`config.mk`:
```
export PLATFORM = sky130hd
export DESIGN_NAME = reg_bank
export DESIGN_NICKNAME = d
export VERILOG_FILES = /design/src/rtl/rb_pkg.sv /design/src/rtl/rb_field.sv /design/src/rtl/rb_raw_port.sv /design/src/rtl/reg_bank.sv
export SDC_FILE = /design/constraint.sdc
export NUM_CORES = 1
export LEC_CHECK = 0
export BUFFER_PORTS_ARGS = -buffer_cell sky130_fd_sc_hd__buf_2
export CELL_PAD_IN_SITES_DETAIL_PLACEMENT = 0
export CELL_PAD_IN_SITES_GLOBAL_PLACEMENT = 1
export CORE_ASPECT_RATIO = 1.25
export CORE_MARGIN = 5
export CORE_UTILIZATION = 34
export CTS_CLUSTER_SIZE = 16
export DETAILED_ROUTE_END_ITERATION = 8
export PLACE_DENSITY = 0.84
export RECOVER_POWER = 25
export SLEW_MARGIN = 10
export SYNTH_ARGS = -nofsm -noshare
export SYNTH_HDL_FRONTEND = slang
export SYNTH_HIERARCHICAL = 1
export SYNTH_SLANG_ARGS = --single-unit
```
`constraint.sdc`:
```
create_clock -name clk -period 1.7 [get_ports clk]
set_input_delay 0.17 -clock clk [delete_from_list [all_inputs] [get_ports clk]]
set_output_delay 0.17 -clock clk [all_outputs]
set_load 0.03 [all_outputs]
```
`src/rtl/rb_pkg.sv`:
```
package rb_pkg;
  typedef enum logic [1:0] {ACC_RO, ACC_WO, ACC_RW} acc_e;
endpackage

```
`src/rtl/rb_field.sv`:
```
module rb_field
  import rb_pkg::*;
#(
  parameter int   W       = 4,
  parameter acc_e BUS_POL = ACC_RW,
  parameter acc_e DEV_POL = ACC_RO
) (
  input  logic         clk,
  input  logic         rst_n,
  input  logic [W-1:0] bus_wmask,
  input  logic [W-1:0] bus_wdata,
  input  logic         dev_we,
  input  logic [W-1:0] dev_wdata,
  output logic [W-1:0] bus_view,
  output logic [W-1:0] dev_view
);
  localparam bit BUS_CAN_W = (BUS_POL != ACC_RO);
  localparam bit DEV_CAN_W = (DEV_POL != ACC_RO);

  logic [W-1:0] val;

  // Device write takes the whole field and wins over any bus write.
  always_ff @(posedge clk) begin
    if (!rst_n)
      val <= '0;
    else if (DEV_CAN_W && dev_we)
      val <= dev_wdata;
    else if (BUS_CAN_W)
      val <= (val & ~bus_wmask) | (bus_wdata & bus_wmask);
  end

  generate
    if (BUS_POL == ACC_WO) begin : g_bus_hide
      assign bus_view = '0;
    end else begin : g_bus_show
      assign bus_view = val;
    end
    if (DEV_POL == ACC_WO) begin : g_dev_hide
      assign dev_view = '0;
    end else begin : g_dev_show
      assign dev_view = val;
    end
  endgenerate
endmodule

```
`src/rtl/rb_raw_port.sv`:
```
module rb_raw_port #(
  parameter int RAW_W = 6
) (
  input  logic             clk,
  input  logic             rst_n,
  input  logic             hit_we,
  input  logic [RAW_W-1:0] wdata,
  output logic [RAW_W-1:0] wr_data,
  output logic             wr_stb
);
  always_ff @(posedge clk) begin
    if (!rst_n) begin
      wr_stb  <= 1'b0;
      wr_data <= '0;
    end else begin
      wr_stb <= hit_we;
      if (hit_we) wr_data <= wdata;
    end
  end
endmodule

```
`src/rtl/reg_bank.sv`:
```
module reg_bank
  import rb_pkg::*;
#(
  parameter int ADDR_W   = 4,
  parameter int DATA_W   = 8,
  parameter int RAW_W    = 6,
  parameter int MODE_W   = 5,
  parameter int STAT_W   = 4,
  parameter int CMD_W    = 3,
  parameter int RAW_ADDR = 0,
  parameter int REG_BASE = 1
) (
  input  logic              clk,
  input  logic              rst_n,
  input  logic [ADDR_W-1:0] bus_addr,
  input  logic              bus_we,
  input  logic [DATA_W-1:0] bus_wdata,
  output logic [DATA_W-1:0] bus_rdata,
  output logic [RAW_W-1:0]  raw_wr_data,
  output logic              raw_wr_stb,
  input  logic [RAW_W-1:0]  raw_rd_val,
  output logic [MODE_W-1:0] mode_q,
  input  logic [STAT_W-1:0] stat_in,
  input  logic              stat_we,
  output logic [CMD_W-1:0]  cmd_q,
  input  logic [CMD_W-1:0]  cmd_in,
  input  logic              cmd_we
);
  localparam int REG_W = MODE_W + STAT_W + CMD_W;
  localparam int NW    = (REG_W + DATA_W - 1) / DATA_W;
  localparam int PAD_W = NW * DATA_W;

  // ---------------- pass-through register ----------------
  logic raw_hit_we;
  assign raw_hit_we = bus_we && (bus_addr == ADDR_W'(RAW_ADDR));

  rb_raw_port #(.RAW_W(RAW_W)) u_raw (
    .clk     (clk),
    .rst_n   (rst_n),
    .hit_we  (raw_hit_we),
    .wdata   (bus_wdata[RAW_W-1:0]),
    .wr_data (raw_wr_data),
    .wr_stb  (raw_wr_stb)
  );

  // ---------------- managed register: per-bit write mask ----------------
  // Bit i lives in word (NW-1 - i/DATA_W): the top word has the lowest address.
  logic [REG_W-1:0] wmask;
  logic [REG_W-1:0] wbits;
  generate
    for (genvar i = 0; i < REG_W; i++) begin : g_mask
      localparam int WIDX = NW - 1 - (i / DATA_W);
      assign wmask[i] = bus_we && (bus_addr == ADDR_W'(REG_BASE + WIDX));
      assign wbits[i] = bus_wdata[i % DATA_W];
    end
  endgenerate

  localparam int CMD_LO  = 0;
  localparam int STAT_LO = CMD_W;
  localparam int MODE_LO = CMD_W + STAT_W;

  logic [MODE_W-1:0] mode_bv;
  logic [STAT_W-1:0] stat_bv, stat_dv;
  logic [CMD_W-1:0]  cmd_bv;

  rb_field #(.W(MODE_W), .BUS_POL(ACC_RW), .DEV_POL(ACC_RO)) u_mode (
    .clk       (clk),
    .rst_n     (rst_n),
    .bus_wmask (wmask[MODE_LO +: MODE_W]),
    .bus_wdata (wbits[MODE_LO +: MODE_W]),
    .dev_we    (1'b0),
    .dev_wdata ('0),
    .bus_view  (mode_bv),
    .dev_view  (mode_q)
  );

  rb_field #(.W(STAT_W), .BUS_POL(ACC_RO), .DEV_POL(ACC_WO)) u_stat (
    .clk       (clk),
    .rst_n     (rst_n),
    .bus_wmask (wmask[STAT_LO +: STAT_W]),
    .bus_wdata (wbits[STAT_LO +: STAT_W]),
    .dev_we    (stat_we),
    .dev_wdata (stat_in),
    .bus_view  (stat_bv),
    .dev_view  (stat_dv)
  );

  rb_field #(.W(CMD_W), .BUS_POL(ACC_WO), .DEV_POL(ACC_RW)) u_cmd (
    .clk       (clk),
    .rst_n     (rst_n),
    .bus_wmask (wmask[CMD_LO +: CMD_W]),
    .bus_wdata (wbits[CMD_LO +: CMD_W]),
    .dev_we    (cmd_we),
    .dev_wdata (cmd_in),
    .bus_view  (cmd_bv),
    .dev_view  (cmd_q)
  );

  // ---------------- read path ----------------
  logic [PAD_W-1:0]  reg_pad;
  logic [DATA_W-1:0] words [NW];
  assign reg_pad = PAD_W'({mode_bv, stat_bv, cmd_bv});

  generate
    for (genvar k = 0; k < NW; k++) begin : g_word
      assign words[k] = reg_pad[(NW-1-k)*DATA_W +: DATA_W];
    end
  endgenerate

  logic [DATA_W-1:0] rd_next;
  always_comb begin
    rd_next = '0;
    if (bus_addr == ADDR_W'(RAW_ADDR))
      rd_next = DATA_W'(raw_rd_val);
    for (int k = 0; k < NW; k++)
      if (bus_addr == ADDR_W'(REG_BASE + k))
        rd_next = words[k];
  end

  always_ff @(posedge clk) begin
    if (!rst_n) bus_rdata <= '0;
    else        bus_rdata <= rd_next;
  end

  // stat_dv is hidden from the device by policy; kept for structure symmetry.
  logic unused_ok;
  assign unused_ok = ^stat_dv;
endmodule

```
After elaboration in Yosys (flattened, before gate mapping)
Cells that the tools add are included.
W data, S select, Z words.

operators by class
  reduce and logical (&&, ||, !) cells = 5
  eq/ne operators = 2
  multiplexer cells = 4
  bitwise operators = 9

operators with widths
  operator              number
  $mux W8               2
  $and A5 B5 Y5         2
  $and A3 B3 Y3         2
  $mux W6               1
  $not A5 Y5            1
  $or A5 B5 Y5          1
  $eq A4 B1 Y1 const B  1
  $eq A4 B2 Y1 const B  1
  $logic_not A4 Y1      1
  $logic_and A1 B1 Y1   3
  $mux W3               1
  $not A3 Y3            1
  $or A3 B3 Y3          1
  $reduce_or A2 Y1      1
  $not A1 Y1            1

word-level totals
  bits in registers = 27
  output and inout port bits = 23
  word-level logic and storage cells = 27
  input port bits = 30

Longest topological paths before layout
  depth after elaboration = 6
  depth in mapped cells = 7
  depth with buffers taken out = 5

By module
Netlist, hierarchy kept.

by module, submodules not included
  module             instances  cells an instance  area an instance (sq um)  sequential area each (sq um)
  reg_bank           1          43                 401.6                     160.2
  rb_raw_port        1          21                 256.5                     140.1
  rb_field (u_mode)  1          20                 219.0                     100.1
  rb_field (u_stat)  1          18                 190.2                     80.1
  rb_field (u_cmd)   1          16                 168.9                     60.1

Worst setup path after synthesis
OpenSTA, ideal clock, no wires.

  path kind = input -> register
  start = input bus_addr[1]
  end = register (tool-made name)
  required time = 1.584 ns
  setup time = 0.116 ns
  stages on the path = 5
  data arrival time = 1.253 ns
  path buffers = 2
  path slack = 0.331 ns
  cells stage by stage = clkbuf_2 -> buf_2 -> and3_1 -> mux2_1 -> o211a_1

RTL lines
  item         RTL line        RTL
  from (decl)  reg_bank.sv:15  input logic [ADDR_W-1:0] bus_addr,

Worst setup path in the final report
  start = input bus_addr[3]
  end = register u_raw.wr_data[3]

between the ends
  cells in the longest elaborated chain, start to end = 2

ends and longest elaborated chain
  item                  RTL line           RTL
  $logic_not A4 Y1      reg_bank.sv:35     assign raw_hit_we = bus_we && (bus_addr == ADDR_W'(RAW_ADDR));
  $logic_and A1 B1 Y1   reg_bank.sv:35
  net raw_hit_we        reg_bank.sv:34     logic raw_hit_we;
  to (signal assigned)  rb_raw_port.sv:17  if (hit_we) wr_data <= wdata;
  to (decl)             rb_raw_port.sv:8   output logic [RAW_W-1:0] wr_data,

The timed path passes the listed nets, and every way through them passes these cells.
A chain may end at the register's enable or synchronous reset.

==> out/qor.yml <==
clock_network:
  clkTransAtPathRegs_ns: 0.09
  postCtsSetupRepairBufs: 0
  cts_tree: "yes"
  clk_latency_ns: 0.26
  ctsHoldBuffers: 0
  cts_buffers: 3
  cts_root_buf: "clkbuf_8"
  cts-htree-levels: 1
  cts_resized: 0
  cts_buffer_depth: 2
  clock_sinks: 27
power:
  finalPower_mw: 1.16
  pwr_density_cell_mw_per_mm2: 802
  p_leak_nw: 0.660
  peakVddDrop_uv: 381
place:
  numPortBuffers: 51
  gp_congestion: 0.702
  dp_hpwl_um: 2110
  place_ws_ns: 0.208
  dp.cells: 193
sta:
  finalClockSkew_ns: 0.00199
  rsz0062_at_grt: "no"
  setup_viol: 0
  layout_min_cycle_time_ns: 1.21
  slew_violations: 0
  fmax_mhz: 824
  setup_ws_ns: 0.487
  finalSetupTns_ns: 0
  finalHoldViolations: 0
  fin_crit_sh_pct: 71.3
global_routing:
  antenna_found_initial: 0
  grt_pass1_vias: 960
  grt_pass1_wl_um: 4280
  grt_usage_pct: 10.8
  overflow: 0
  grt_max_degree: 21
detailed_routing:
  wl_per_cell_um: 13.2
  drc: 0
  vias: 920
  ant_nets: 0
  drt_iter0_markers: 15
  drt-pass1-iter-count: 4
  wl_um: 2590
  via_per_inst: 4.67
cells_and_area:
  final_net_count: 189
  stdcell_count: 197
  synthToLayoutAreaGrowth_pct: 21.0
  diodes: 0
  drive_gt1_share_pct: 32.3
  utilization_pct: 42.0
  fillerInstances: 348
setup_path:
  crit_path_max_incr_delay_ns: 0.38
  arrival_ns: 1.38
  cp-end-kind: "register"
  cp_max_fo: 7
  r2r_slack_ns: 0.81
  worst_path_max_delay_cell: "clkbuf_1"
  worstSetupStartpointType: "primary input"
  cp_cell_sequence: "buf_2 > nor3_1 > nand2_1 > nor2_1 > clkbuf_1 > mux2i_1 > nor2b_1"
  crit_type: "primary input to register"
  ff2ff_path_depth: 2
  crit_required_ns: 1.86
die:
  dieWidth_um: 63.1
  row_count: 24
  start_util_pct: 34.7
  io_pins: 53
  dieArea_mm2: 0.00482
  die_h_um: 76.4
  core_mm2: 0.00345
yosys:
  mappedNetlistArea_mm2: 0.00120
  synth_warnings: 6
  synthCells: 112
  avgSynthCellArea_um2: 10.7
worst_hold_path:
  holdPathEnd: "u_stat/bus_view[0]"
  worstHoldStart: "stat_in[0]"
  hold_class: "primary input to register"
  min_path_cells: 3
flow_run:
  maxCapViolCount: 0
status:
  status: "finished, final reports clean"
per-stage QoR:
stage	hold slack [ns]	instance area, um^2
after floorplan	0.298	1210
after global placement	0.431	1420
after detailed placement	0.435	1420
after CTS	0.160	1460
after global routing	0.166	1450
final	0.167	1450
where the power goes:
| group | switching, mW | total, mW | internal [mW] |
|---|---|---|---|
| logic | 0.0824 | 0.151 | 0.0691 |
| registers | 0.00738 | 0.657 | 0.649 |
| clock network | 0.188 | 0.356 | 0.168 |
| total | 0.278 | 1.16 | 0.886 |
per-layer routing:
metal,GRT usage [%],share of wire [%],up-vias
met1,12.2,40,418
met4,4.67,1.4,0
met3,3.69,9.5,4
li1,-,-,463
met2,18.3,49,35
met5,0,0,-
critical path: cells and delay by family:
kind          cells  cell delay, ns
mux               1            0.25
simple gates      4            0.47
buf+inv           2            0.50
worst max-delay path by stage:
stage | from | endpoint | slack [ns] | cells after the start
detailed placement | bus_addr[3] | register | 0.21 | 5
CTS | bus_addr[3] | register | 0.50 | 5
global route | bus_addr[3] | u_raw/wr_data[2] | 0.35 | 7
finish | bus_addr[3] | u_raw/wr_data[3] | 0.49 | 7
floorplan | bus_addr[1] | register | 0.33 | 5
global placement | bus_addr[3] | register | 0.26 | 5
layout by cell type (no fill, tap or decap), types with 7 or more instances in the layout:
cell type  count
a211oi_1       8
nand2b_1       7
dfxtp_1       27
nor2b_1       19
clkbuf_1       9
buf_2         44
mux2i_1       17
layout make-up:
type | count | area (um^2) | area share, %
Timing Repair Buffer | 54 | 265 | 18.3
Sequential cell | 27 | 541 | 37.3
Multi-Input combinational cell | 73 | 551 | 38.0
Clock buffer | 4 | 45.0 | 3.11
Tap cell | 39 | 48.8 | 3.36
Note: power is estimated with default switching activity, not from simulation.
